<file path="config.mk">
export PLATFORM = sky130hd
export DESIGN_NAME = mnadiv_top
export DESIGN_NICKNAME = d
export VERILOG_FILES = /design/src/rtl/mnadiv_pkg.sv /design/src/rtl/mnadiv_prescale.sv /design/src/rtl/mnadiv_modcnt.sv /design/src/rtl/mnadiv_downcnt.sv /design/src/rtl/mnadiv_top.sv
export SDC_FILE = /design/constraint.sdc
export NUM_CORES = 1
export LEC_CHECK = 0
export ABC_AREA = 1
export BUFFER_PORTS_ARGS = -buffer_cell sky130_fd_sc_hd__buf_2
export CAP_MARGIN = 20
export CORE_ASPECT_RATIO = 0.7
export CORE_UTILIZATION = 50
export CTS_CLUSTER_DIAMETER = 30
export DETAILED_ROUTE_END_ITERATION = 12
export PLACE_DENSITY = 0.76
export REMOVE_ABC_BUFFERS = 1
export SLEW_MARGIN = 0
export SYNTH_ARGS = -nofsm -noshare
export SYNTH_HDL_FRONTEND = slang
export SYNTH_HIERARCHICAL = 1
export SYNTH_SLANG_ARGS = --single-unit
</file>
<file path="constraint.sdc">
create_clock -name clk -period 3.3 [get_ports clk]
set_input_delay 0.165 -clock clk [delete_from_list [all_inputs] [get_ports clk]]
set_output_delay 0.165 -clock clk [all_outputs]
set_load 0.005 [all_outputs]
</file>
<file path="src/rtl/mnadiv_pkg.sv">
package mnadiv_pkg;
    typedef enum logic [1:0] {
        ST_LOAD    = 2'd0,
        ST_SWALLOW = 2'd1,
        ST_MAIN    = 2'd2
    } div_state_e;
endpackage

</file>
<file path="src/rtl/mnadiv_prescale.sv">
module mnadiv_prescale (
    input  logic clk,
    input  logic rst_n,
    input  logic run,
    input  logic sel,
    input  logic ev,
    output logic pev
);
    logic phase_q;

    always_ff @(posedge clk or negedge rst_n) begin
        if (!rst_n)
            phase_q <= 1'b0;
        else if (!run || !sel)
            phase_q <= 1'b0;
        else if (ev)
            phase_q <= ~phase_q;
    end

    assign pev = run && ev && (!sel || phase_q);
endmodule

</file>
<file path="src/rtl/mnadiv_modcnt.sv">
module mnadiv_modcnt #(
    parameter int A_W = 4
) (
    input  logic clk,
    input  logic rst_n,
    input  logic clr,
    input  logic step,
    input  logic ext,
    output logic wrap
);
    localparam int P_W = A_W + 1;
    localparam int N   = 1 << A_W;

    logic [P_W-1:0] cnt_q;
    logic [P_W-1:0] top;

    assign top  = ext ? P_W'(N) : P_W'(N - 1);
    assign wrap = step && (cnt_q == top);

    always_ff @(posedge clk or negedge rst_n) begin
        if (!rst_n)
            cnt_q <= '0;
        else if (clr)
            cnt_q <= '0;
        else if (step)
            cnt_q <= wrap ? '0 : cnt_q + P_W'(1);
    end
endmodule

</file>
<file path="src/rtl/mnadiv_downcnt.sv">
module mnadiv_downcnt #(
    parameter int W = 13
) (
    input  logic         clk,
    input  logic         rst_n,
    input  logic         load,
    input  logic [W-1:0] load_val,
    input  logic         dec,
    output logic         is_one
);
    logic [W-1:0] cnt_q;

    always_ff @(posedge clk or negedge rst_n) begin
        if (!rst_n)
            cnt_q <= '0;
        else if (load)
            cnt_q <= load_val;
        else if (dec)
            cnt_q <= cnt_q - W'(1);
    end

    assign is_one = (cnt_q == W'(1));
endmodule

</file>
<file path="src/rtl/mnadiv_top.sv">
module mnadiv_top
    import mnadiv_pkg::*;
#(
    parameter int M_W = 13,
    parameter int A_W = 4
) (
    input  logic           clk,
    input  logic           rst_n,
    input  logic           ev_i,
    input  logic           pre_en_i,
    input  logic [M_W-1:0] ratio_m_i,
    input  logic [A_W-1:0] ratio_a_i,
    output logic           div_pulse_o,
    output logic           eoc_o,
    output logic           div_half_o
);
    div_state_e state_q, state_nx;
    logic run, reload, last, pev, wrap, m_one, a_one, pre_sel_q;
    logic pulse_q, half_q;

    assign run    = (state_q != ST_LOAD);
    assign last   = wrap && m_one;
    assign reload = !run || last;

    always_ff @(posedge clk or negedge rst_n) begin
        if (!rst_n)
            pre_sel_q <= 1'b0;
        else if (reload)
            pre_sel_q <= pre_en_i;
    end

    mnadiv_prescale u_pre (
        .clk(clk), .rst_n(rst_n), .run(run), .sel(pre_sel_q),
        .ev(ev_i), .pev(pev)
    );

    mnadiv_modcnt #(.A_W(A_W)) u_mod (
        .clk(clk), .rst_n(rst_n), .clr(!run), .step(pev),
        .ext(state_q == ST_SWALLOW), .wrap(wrap)
    );

    mnadiv_downcnt #(.W(M_W)) u_mcnt (
        .clk(clk), .rst_n(rst_n), .load(reload), .load_val(ratio_m_i),
        .dec(wrap && !last), .is_one(m_one)
    );

    mnadiv_downcnt #(.W(A_W)) u_acnt (
        .clk(clk), .rst_n(rst_n), .load(reload), .load_val(ratio_a_i),
        .dec(wrap && !last && (state_q == ST_SWALLOW)), .is_one(a_one)
    );

    // state register
    always_ff @(posedge clk or negedge rst_n) begin
        if (!rst_n)
            state_q <= ST_LOAD;
        else
            state_q <= state_nx;
    end

    // next-state logic
    always_comb begin
        state_nx = state_q;
        unique case (state_q)
            ST_LOAD:
                state_nx = (ratio_a_i != '0) ? ST_SWALLOW : ST_MAIN;
            ST_SWALLOW:
                if (last)
                    state_nx = (ratio_a_i != '0) ? ST_SWALLOW : ST_MAIN;
                else if (wrap && a_one)
                    state_nx = ST_MAIN;
            ST_MAIN:
                if (last)
                    state_nx = (ratio_a_i != '0) ? ST_SWALLOW : ST_MAIN;
            default:
                state_nx = ST_LOAD;
        endcase
    end

    // output process
    always_ff @(posedge clk or negedge rst_n) begin
        if (!rst_n) begin
            pulse_q <= 1'b0;
            half_q  <= 1'b0;
        end else begin
            pulse_q <= last;
            if (last)
                half_q <= ~half_q;
        end
    end

    assign eoc_o       = last;
    assign div_pulse_o = pulse_q;
    assign div_half_o  = half_q;
endmodule

</file>
Word-level counts from Yosys, hierarchy flattened. Index checks and enable logic that the tools add are counted. Widths: inputs -> output; s select.

Input bits: 21. Register bits: 28. Logic and storage cells: 56. Output and inout port bits: 3.

Bitwise logic cells: 2. Reductions and logical operators: 20. Mux-type cells: 15. Eq/ne operators: 8. Add/sub/neg operators: 3.

Operator list (number): $mux 13 (2); $mux 5 (4); $eq 13x1->1 const B (1); $sub 13x1->13 const B (1); $mux 2 (4); $mux 4 (2); $reduce_bool 2->1 (4); $logic_and 1x1->1 (7); $pmux 2 s3 (1); $add 5x1->5 const B (1); $eq 5x5->1 (1); $eq 4x1->1 const B (1); $reduce_bool 4->1 (1); $sub 4x1->4 const B (1); $logic_not 1->1 (3); $logic_or 1x1->1 (3); $ne 3x3->1 const B (1); $eq 2x1->1 const B (1); $eq 2x2->1 const B (1); $logic_not 2->1 (1); $mux 1 (2); $ne 2x1->1 const B (1); $ne 2x2->1 const B (1); $not 1->1 (2); $reduce_and 2->1 (1).

Logic depth before layout (Yosys ltp). Gate-level depths: netlist of run 1.

Depth in word-level cells: 10. Gate-level depth with buffers: 17. Mapped depth without buffers: 17.

Modules after synthesis. Netlist of run 1, hierarchy kept.

Modules (own cells, without submodules): mnadiv_downcnt at u_mcnt (cells an instance 123, area each 893.4 sq um, instances 1); mnadiv_modcnt (cells an instance 46, area each 322.8 sq um, instances 1); mnadiv_top (cells an instance 38, area each 280.3 sq um, instances 1); mnadiv_downcnt at u_acnt (cells an instance 31, area each 246.5 sq um, instances 1); mnadiv_prescale (cells an instance 10, area each 62.6 sq um, instances 1).

Least setup slack after synthesis of run 1. Ideal clock, no wire load.

Path type: flip-flop to flip-flop. Start point: register u_mcnt.cnt_q[8]. End point: register u_mcnt.cnt_q[1]. Path slack: 1140 ps. Library setup time: 127 ps. Cell stages (with the launch flop): 11. Clock period less this slack: 2160 ps. Data required time: 3173 ps. Arrival: 2034 ps. Cell sequence: dfrtp_1 or2_4 nor4_1 nand2_2 inv_1 nor2_2 inv_2 nor2_2 buf_4 a22oi_1 o21ai_1.

Elaborated cells on any way between the ends: 7. Classes of those cells: eq/ne: 1; mux: 1; reduce/logical: 5.

RTL lines: start: declaration (line mnadiv_downcnt.sv:11) `logic [W-1:0] cnt_q;`; start signal: assignment (line mnadiv_downcnt.sv:17) `cnt_q <= load_val;`; start signal: assignment (line mnadiv_downcnt.sv:19) `cnt_q <= cnt_q - W'(1);`; $eq 13x1->1 * (line mnadiv_downcnt.sv:22) `assign is_one = (cnt_q == W'(1));`; net m_one (line mnadiv_top.sv:18) `logic run, reload, last, pev, wrap, m_one, a_one, pre_sel_q;`; $logic_and 1x1->1 * (line mnadiv_top.sv:22) `assign last = wrap && m_one;`; net eoc_o (line mnadiv_top.sv:14) `output logic eoc_o,`; $logic_or 1x1->1 * (line mnadiv_top.sv:23) `assign reload = !run || last;`; net reload (line mnadiv_top.sv:18); $mux 13 or $reduce_bool 2->1 (tied branches).

The timed path passes the listed nets; every way through them passes the cells marked *. A chain may end at the register's enable or synchronous reset.

Final worst setup path of run 1.
Start point: register u_mcnt.cnt_q[8]. End point: register u_mcnt.cnt_q[3].

Elaborated cells on any way between the ends: 7. Classes of those cells: eq/ne: 1; mux: 1; reduce/logical: 5.

RTL lines (line): $eq 13x1->1 * (mnadiv_downcnt.sv:22); net m_one (mnadiv_top.sv:18); $logic_and 1x1->1 * (mnadiv_top.sv:22); $logic_or 1x1->1 * (mnadiv_top.sv:23); net reload (mnadiv_top.sv:18); $mux 13 or $reduce_bool 2->1 (tied branches).

Marks and branches as above.

==> results.md, run 1 <==
- Result of the run: finished, final reports clean
- Weighted congestion reported at the end of routability-driven placement: 0.833
- Kind of critical path: reg -> reg
- Nature of the critical path endpoint: register
- Most frequently used flop master after synthesis: sky130_fd_sc_hd__dfrtp_1
- Post-detailed-route via-to-cell ratio: 5.21
- Part of the total power dissipated in the clock network: 0.151
- Die ar.: 0.00386 mm^2
- Most area-consuming cells after synthesis: sky130_fd_sc_hd__dfrtp_1 39%, sky130_fd_sc_hd__nand2_1 14%, sky130_fd_sc_hd__nand3_1 7.2%, sky130_fd_sc_hd__inv_1 5.8%, sky130_fd_sc_hd__nor2_1 5.0%
- Core Area: 0.00330 mm^2
- Average cell area after synthesis: 7.28 um^2
- Placement Cell Area: 0.00196 mm^2
- Drt pass-1 iters: 4
- WL per Instance: 12.4 um
- Num Clock Sinks: 28
- FF+latch count, synth: 28
- Area grow syn2layout: 13.3%
- Net switching power: 814 uW
- IO Count: 24
- Clk Tree Root Cell: sky130_fd_sc_hd__clkbuf_8
- Number of instances in the synthesized netlist: 248
- Ant diodes: 0
- Number of fillers in the final layout: 309
- Total of endpoints with negative setup slack in the final report: 0
- Area of all placed cells without fillers: 0.00205 mm^2
- Unrepaired setup endpoints after global routing: false
- Mapped Area: 0.00181 mm^2
- Summed negative setup slack over all endpoints: 0 ps
- Routed vias: 1673
- CTS tree: yes
- Site Rows: 17
- Count of port buffers added during placement: 23
- Combinational cell fraction of total power: 0.488
- Worst-case vdd ir drop: 0.452 mV
- DPL Wire Length: 2.95 mm
- Slew @ Worst Pin: 719 ps
- Clock latency on the worst-skew pair: 280 ps
- Share of total power in sequential cells: 0.360
- Wire length of the first global-routing pass: 6.58 mm
- Quantity of gates resized following cts: 0
- Starting density of the core: 0.548
- Req. time, crit path: 3460 ps
- Number of cells on the worst hold path: 3
- Net switching share of the total power: 0.460
- Flop2flop setup slack: 520 ps
- Antenna violations before repair: 0
- Headroom to the max-slew limit: 0.516
- DRC violations left: 0
- Area used by multi-input combinational logic: 958 um^2
- Hold Path Class: in -> reg
- Shortest period the worst path allows: 2780 ps
- Overall Global Routing Usage: 0.230
- Storage element area: 701 um^2
- DRT Wirelength: 3.97 mm
- Number of synthesized flops with an enable pin: 0
- Achievable frequency: 360 MHz
- Number of DRC violations after detailed-routing iteration 0: 137
- Final Hold Fails: 0
- Vertical extent of the die: 52.3 um
- Inserted Clock Buffers: 3
- Clock tree buffer depth: 2
- Clock-pin slew on the worst setup and hold paths: 100 ps
- Fraction of final layout cells sized beyond drive strength 1: 0.212
- # nets final: 301
- Sum of overflow across all layers after global routing: 0
- Largest fanout of any net on the critical path: 21
- Number of max-cap violations: 0
- CP Launch Type: register
- Vias in the first global route: 1468
- Library cells used by synthesis: 26
- Final worst path period share: 0.841
- Standby leakage power: 1.06 nW
- Count of final max-slew check failures: 0
- Leading area contributor after synthesis: sky130_fd_sc_hd__dfrtp_1
- Maximum number of pins on one net before global-route repair: 29
- Chip width: 73.8 um
- Post-synthesis sequential area ratio: 0.388
- Number of cells on the worst reg-to-reg path: 11
- Fraction of registers with async set or reset after synthesis: 1.00
- Antenna-violating nets left: 0
- Power density relative to cell area: 865 mW/mm^2
- Critical Path AT: 2930 ps
- Share of the synthesized area in the top cell type: 0.388
- CTS H-tree lvls: 1
- Worst Clk Skew: 7.05 ps
- Internal power: 957 uW
- Synthesis warning total: 6
==> cell usage after synthesis, types with 2 or more instances <==
cell type / count
sky130_fd_sc_hd__a22oi_1: 8
sky130_fd_sc_hd__buf_4: 2
sky130_fd_sc_hd__dfrtp_1: 28
sky130_fd_sc_hd__ha_1: 5
sky130_fd_sc_hd__inv_1: 28
sky130_fd_sc_hd__inv_2: 6
sky130_fd_sc_hd__nand2_1: 69
sky130_fd_sc_hd__nand2_2: 7
sky130_fd_sc_hd__nand3_1: 26
sky130_fd_sc_hd__nand3_2: 2
sky130_fd_sc_hd__nand4_1: 3
sky130_fd_sc_hd__nor2_1: 24
sky130_fd_sc_hd__nor2_2: 11
sky130_fd_sc_hd__nor2_4: 3
sky130_fd_sc_hd__nor4_1: 2
sky130_fd_sc_hd__o211ai_1: 4
sky130_fd_sc_hd__o21ai_0: 4
sky130_fd_sc_hd__o21ai_1: 5
sky130_fd_sc_hd__xnor2_1: 3
sky130_fd_sc_hd__xor2_1: 2
==> power by group through the flow <==
stage                     combinational (mW)  sequential (mW)  clock, mW
after CTS                              0.863            0.633      0.281
after global routing                   0.988            0.657      0.292
after global placement                 0.836            0.635          0
after detailed placement               0.856            0.637          0
after floorplan                        0.689            0.602          0
final                                  0.865            0.638      0.268
==> sequential cells by signal, summed over array words and instances, names as in the netlist <==
register / cells
u_mcnt/cnt_q: 13
u_mod/cnt_q: 5
u_acnt/cnt_q: 4
state_q: 2
div_half_o: 1
div_pulse_o: 1
pre_sel_q: 1
u_pre/phase_q: 1
==> cells by family (layout without fill, tap and decap cells) <==
family / count (synthesis) / after routing / share of synthesized area
adders and majority gates: 5 / 5 / 0.0347
and+or+nand+nor: 150 / 150 / 0.390
xor gates and xnor gates: 5 / 5 / 0.0243
DFF: 28 / 28 / 0.388
buffers and inverters: 37 / 63 / 0.0811
AOI/OAI and AO/OA: 23 / 23 / 0.0818
==> final cells by class <==
cell class                      count  area share
Clock buffer                        3      0.0202
Clock inverter                      1      0.0147
Inverter                           35      0.0642
Multi-Input combinational cell    183       0.469
Sequential cell                    28       0.343
Tap cell                           47      0.0287
Timing Repair Buffer               24      0.0612
==> per-stage QoR <==
step	worst slack (ps)	utilization	total power, mW	hold WS, ps	instances
detailed placement	544	0.596	1.49	232	316
floorplan	1090	-	1.29	-131	246
global route	306	0.620	1.94	90.8	321
finish	524	0.620	1.77	83.1	321
global placement	642	0.596	1.47	223	316
CTS	549	0.620	1.78	75.6	321
==> worst max-delay path: stages, from the launching register on <==
cell and delay (ps):
sky130_fd_sc_hd__dfrtp_1 420, sky130_fd_sc_hd__or2_4 290, sky130_fd_sc_hd__nor4_1 640, sky130_fd_sc_hd__nand2_2 210, sky130_fd_sc_hd__inv_1 180, sky130_fd_sc_hd__nor2_2 60, sky130_fd_sc_hd__inv_2 290, sky130_fd_sc_hd__inv_2 130
sky130_fd_sc_hd__nand2_2 140, sky130_fd_sc_hd__inv_2 100, sky130_fd_sc_hd__nand3_1 90, sky130_fd_sc_hd__nand3_1 80
==> final timing paths <==
| kind | from | end |
|---|---|---|
| setup / recovery | u_mcnt/cnt_q[8] | u_mcnt/cnt_q[3] |
| setup reg to reg | u_mcnt/cnt_q[8] | u_mcnt/cnt_q[3] |
| max in group asynchronous | rst_n | u_mod/cnt_q[1] |
| min in group asynchronous | rst_n | u_mcnt/cnt_q[6] |
| hold / removal | pre_en_i | pre_sel_q |
| hold reg to reg | div_half_o | div_half_o |
==> timing repair <==
action | CTS | global route
buffers inserted | 0 | 0
hold endpoints to repair | 28 | 0
hold buffers | 1 | 0
==> cell usage in the layout (no fill, tap or decap), types with 6 or more instances in the layout <==
cell type                 instances
sky130_fd_sc_hd__nand3_1         26
sky130_fd_sc_hd__dfrtp_1         28
sky130_fd_sc_hd__nand2_2          7
sky130_fd_sc_hd__a22oi_1          8
sky130_fd_sc_hd__nand2_1         69
sky130_fd_sc_hd__buf_2           23
sky130_fd_sc_hd__nor2_1          24
sky130_fd_sc_hd__inv_1           28
sky130_fd_sc_hd__inv_2            6
sky130_fd_sc_hd__nor2_2          11
==> layer usage <==
layer / GRT usage / up-vias / routed length, um / part of all wire
li1: - / 842 / - / -
met1: 0.346 / 780 / 2080 / 0.52
met2: 0.329 / 46 / 1610 / 0.41
met3: 0.0538 / 5 / 246 / 0.062
met4: 0.0545 / 0 / 27 / 0.0068
met5: 0 / - / 0 / 0
Power figures use the tool's default switching activity.
==> run 2, diff against run 1 <==
--- a/config.mk
+++ b/config.mk
@@ -12,7 +12,7 @@
 export CORE_UTILIZATION = 50
 export CTS_CLUSTER_DIAMETER = 30
 export DETAILED_ROUTE_END_ITERATION = 12
-export PLACE_DENSITY = 0.76
+export PLACE_DENSITY = 0.78
 export REMOVE_ABC_BUFFERS = 1
 export SLEW_MARGIN = 0
 export SYNTH_ARGS = -nofsm -noshare
==> constraint.sdc (replaced) <==
create_clock -name clk -period 2.4 [get_ports clk]
set_input_delay 0.12 -clock clk [delete_from_list [all_inputs] [get_ports clk]]
set_output_delay 0.12 -clock clk [all_outputs]
set_load 0.005 [all_outputs]
==> run 2 against run 1 <==
Global-route usage barely moved. Sequential cell count unchanged. First-iteration DRC count up 14%. Via count is 0.30% lower. Power increased by 36%. Non-clock buffer count grew 3. Utilization up 0.72 points. Final cell count increased by 0.93%. Register-to-register slack got worse by 310 ps. Critical endpoint is now u_mcnt/cnt_q[5]. Largest cell class unchanged. Largest power group unchanged. Highest routed layer is now met3.
==> results.md, run 2 (synthesis gave the netlist of run 1 again) <==
- Result of the run: finished, final reports clean
- Total of endpoints with negative setup slack in the final report: 0 (unchanged)
- Storage element area: 701 um^2 (unchanged)
- Kind of critical path: reg -> reg
- Count of final max-slew check failures: 0 (unchanged)
- Drt pass-1 iters: 5 (+1)
- Inserted Clock Buffers: 3 (unchanged)
- IO Count: 24 (unchanged)
- Most flops, register: u_mcnt/cnt_q
- Final Hold Fails: 0 (unchanged)
- Count of port buffers added during placement: 23 (unchanged)
- Cell type group with the largest total delay on the critical path: simple AND/OR/NAND/NOR gates
- Clk Tree Root Cell: sky130_fd_sc_hd__clkbuf_8
- Part of the total power dissipated in the clock network: 0.121 (-0.030)
- Shortest period the worst path allows: 2190 ps (-591 ps)
- Power density relative to cell area: 1160 mW/mm^2 (+35%)
- Combinational cell fraction of total power: 0.518 (+0.030)
- Maximum number of pins on one net before global-route repair: 29 (unchanged)
- DRC violations left: 0 (unchanged)
- Worst Clk Skew: 4.54 ps (-2.51 ps)
- # nets final: 304 (+1.0%)
- Ant diodes: 0 (unchanged)
- Slew @ Worst Pin: 638 ps (-81.2 ps)
- Overall Global Routing Usage: 0.230 (about the same)
- Starting density of the core: 0.548 (unchanged)
- Die ar.: 0.00386 mm^2 (unchanged)
- Vias in the first global route: 1508 (+2.7%)
- Min-delay src: pre_en_i
- Headroom to the max-slew limit: 0.575 (+0.0585)
- Clock latency on the worst-skew pair: 270 ps (about the same)
- Net switching share of the total power: 0.472 (+0.0123)
- CTS H-tree lvls: 1 (unchanged)
- Post-detailed-route via-to-cell ratio: 5.15 (-1.2%)
- Final cell count without fillers: 324 (+0.93%)
- Master of the slowest instance on the critical path: sky130_fd_sc_hd__dfrtp_1
- Sum of buffers and inverters on the critical path: 5 (+1)
- Req. time, crit path: 2560 ps (-900 ps)
- Number of max-cap violations: 0 (unchanged)
- Wire length of the first global-routing pass: 6.64 mm (+0.84%)
- Worst-case vdd ir drop: 0.602 mV (+33%)
- Unrepaired setup endpoints after global routing: false
- Achievable frequency: 458 MHz (+27%)
- Most common cell after layout, fill and taps aside: sky130_fd_sc_hd__nand2_1
- Sum of overflow across all layers after global routing: 0 (unchanged)
- Number of fillers in the final layout: 287 (-7.1%)
- Critical Path, Cell by Cell: or2_4 -> nor4_2 -> buf_4 -> nand2_2 -> inv_1 -> nor2_2 -> inv_4 -> inv_2 -> nand2_2 -> inv_2 -> nand3_1 -> nand3_1
- CP Launch Type: register
- Worst flop-to-flop path startpoint: u_mcnt/cnt_q[8]
- Share of total power in sequential cells: 0.361 (about the same)
- Net switching power: 1.14 mW (+40%)
- Area used by multi-input combinational logic: 973 um^2 (+1.6%)
- Internal power: 1.27 mW (+33%)
- Final worst path period share: 0.911 (+0.0693)
- Vertical extent of the die: 52.3 um (unchanged)
- Standby leakage power: 1.07 nW (+0.97%)
- Routed vias: 1668 (-0.30%)
- Clock tree buffer depth: 2 (unchanged)
- Fraction of final layout cells sized beyond drive strength 1: 0.227 (+0.0158)
- Antenna violations before repair: 0 (unchanged)
- Setup fix buffers added after clock tree synthesis: 0 (unchanged)
- Chip width: 73.8 um (unchanged)
- Commonest cells after routing, fill and taps aside: 69 x sky130_fd_sc_hd__nand2_1, 28 x sky130_fd_sc_hd__inv_1, 28 x sky130_fd_sc_hd__dfrtp_1, 26 x sky130_fd_sc_hd__nand3_1, 24 x sky130_fd_sc_hd__nor2_1
- Core Area: 0.00330 mm^2 (unchanged)
- Antenna-violating nets left: 0 (unchanged)
- CTS tree: yes
- Critical Path AT: 2350 ps (-580 ps)
- Num Clock Sinks: 28 (unchanged)
- Max reg flops: 13 (unchanged)
- Summed negative setup slack over all endpoints: 0 ps (unchanged)
- Top Registers: u_mcnt/cnt_q (13), u_mod/cnt_q (5), u_acnt/cnt_q (4)
- Largest fanout of any net on the critical path: 10 (-52%)
- Clock-pin slew on the worst setup and hold paths: 100 ps (about the same)
- Crit path launch: u_mcnt/cnt_q[8]
- Site Rows: 17 (unchanged)
- Placed cell count: 319 (+0.95%)
- Number of DRC violations after detailed-routing iteration 0: 156 (+14%)
- Hold Path Class: in -> reg
- DPL Wire Length: 2.97 mm (+0.69%)
- Crit path largest cell delay: 430 ps (-210 ps)
- Nature of the critical path endpoint: register
- Area grow syn2layout: 14.6%
- DRT Wirelength: 3.96 mm (-0.20%)
- Weighted congestion reported at the end of routability-driven placement: 0.842 (+1.1%)
- WL per Instance: 12.2 um (-1.1%)
run 2: cell types whose count changed in the layout (fill, tap and decap cells not counted), sizes merged:
cell and delta:
buf +3, bufinv -1, clkbuf +1
run 2: cell type report:
| type | instances | share of cell area |
|---|---|---|
| Tap cell | 47 | 0.0284 |
| Timing Repair Buffer | 27 | 0.0713 |
| Multi-Input combinational cell | 183 | 0.470 |
| Clock buffer | 4 | 0.0266 |
| Inverter | 35 | 0.0647 |
| Sequential cell | 28 | 0.339 |
run 2: metal layers:
layer / share of wire / vias up / track usage
met3: 0.072 / 0 / 0.0462
met1: 0.51 / 746 / 0.347
met2: 0.42 / 72 / 0.347
met4: 0 / 0 / 0.0288
met5: 0 / - / 0
li1: - / 850 / -
run 2: tightest hold or removal path, cell delays in order:
cell,delay [ps]
sky130_fd_sc_hd__buf_2,80
sky130_fd_sc_hd__nand2_1,50
sky130_fd_sc_hd__nand2_1,40
run 2: power groups by stage:
stage | combinational (mW) | clock, mW | sequential (mW)
floorplan | 0.948 | 0 | 0.828
global placement | 1.18 | 0 | 0.870
detailed placement | 1.21 | 0 | 0.872
CTS | 1.21 | 0.303 | 0.865
global route | 1.42 | 0.323 | 0.895
finish | 1.25 | 0.292 | 0.870
run 2: timing repair:
item                                   CTS  global route
hold buffers                             1             0
endpoints found under the hold margin   28             0
gates resized for setup                  0             4
setup endpoints to repair                0            15
run 2: path summary, 6_finish.rpt:
| kind | cells past startpoint | slack (ps) | to |
|---|---|---|---|
| max | 12 | 210 | u_mcnt/cnt_q[5] |
| min | 3 | 50 | pre_sel_q |
| max reg2reg | 12 | 210 | u_mcnt/cnt_q[5] |
| min reg2reg | 1 | 490 | div_half_o |
| max in group asynchronous | 2 | 1590 | u_acnt/cnt_q[1] |
| min in group asynchronous | 2 | 390 | u_mcnt/cnt_q[10] |
run 2: through the flow:
stage / setup slack (ps) / total power, mW / cell area, um^2 / utilization / hold slack, ps
2_1_floorplan: 190 / 1.78 / 1790 / - / -176
3_3_place_gp: 227 / 2.04 / 1990 / 0.603 / 182
3_5_place_dp: 130 / 2.08 / 1990 / 0.603 / 183
4_1_cts: 100 / 2.38 / 2050 / 0.622 / 40.7
5_1_grt: 17.6 / 2.64 / 2070 / 0.628 / 34.8
6_report: 215 / 2.41 / 2070 / 0.628 / 49.7
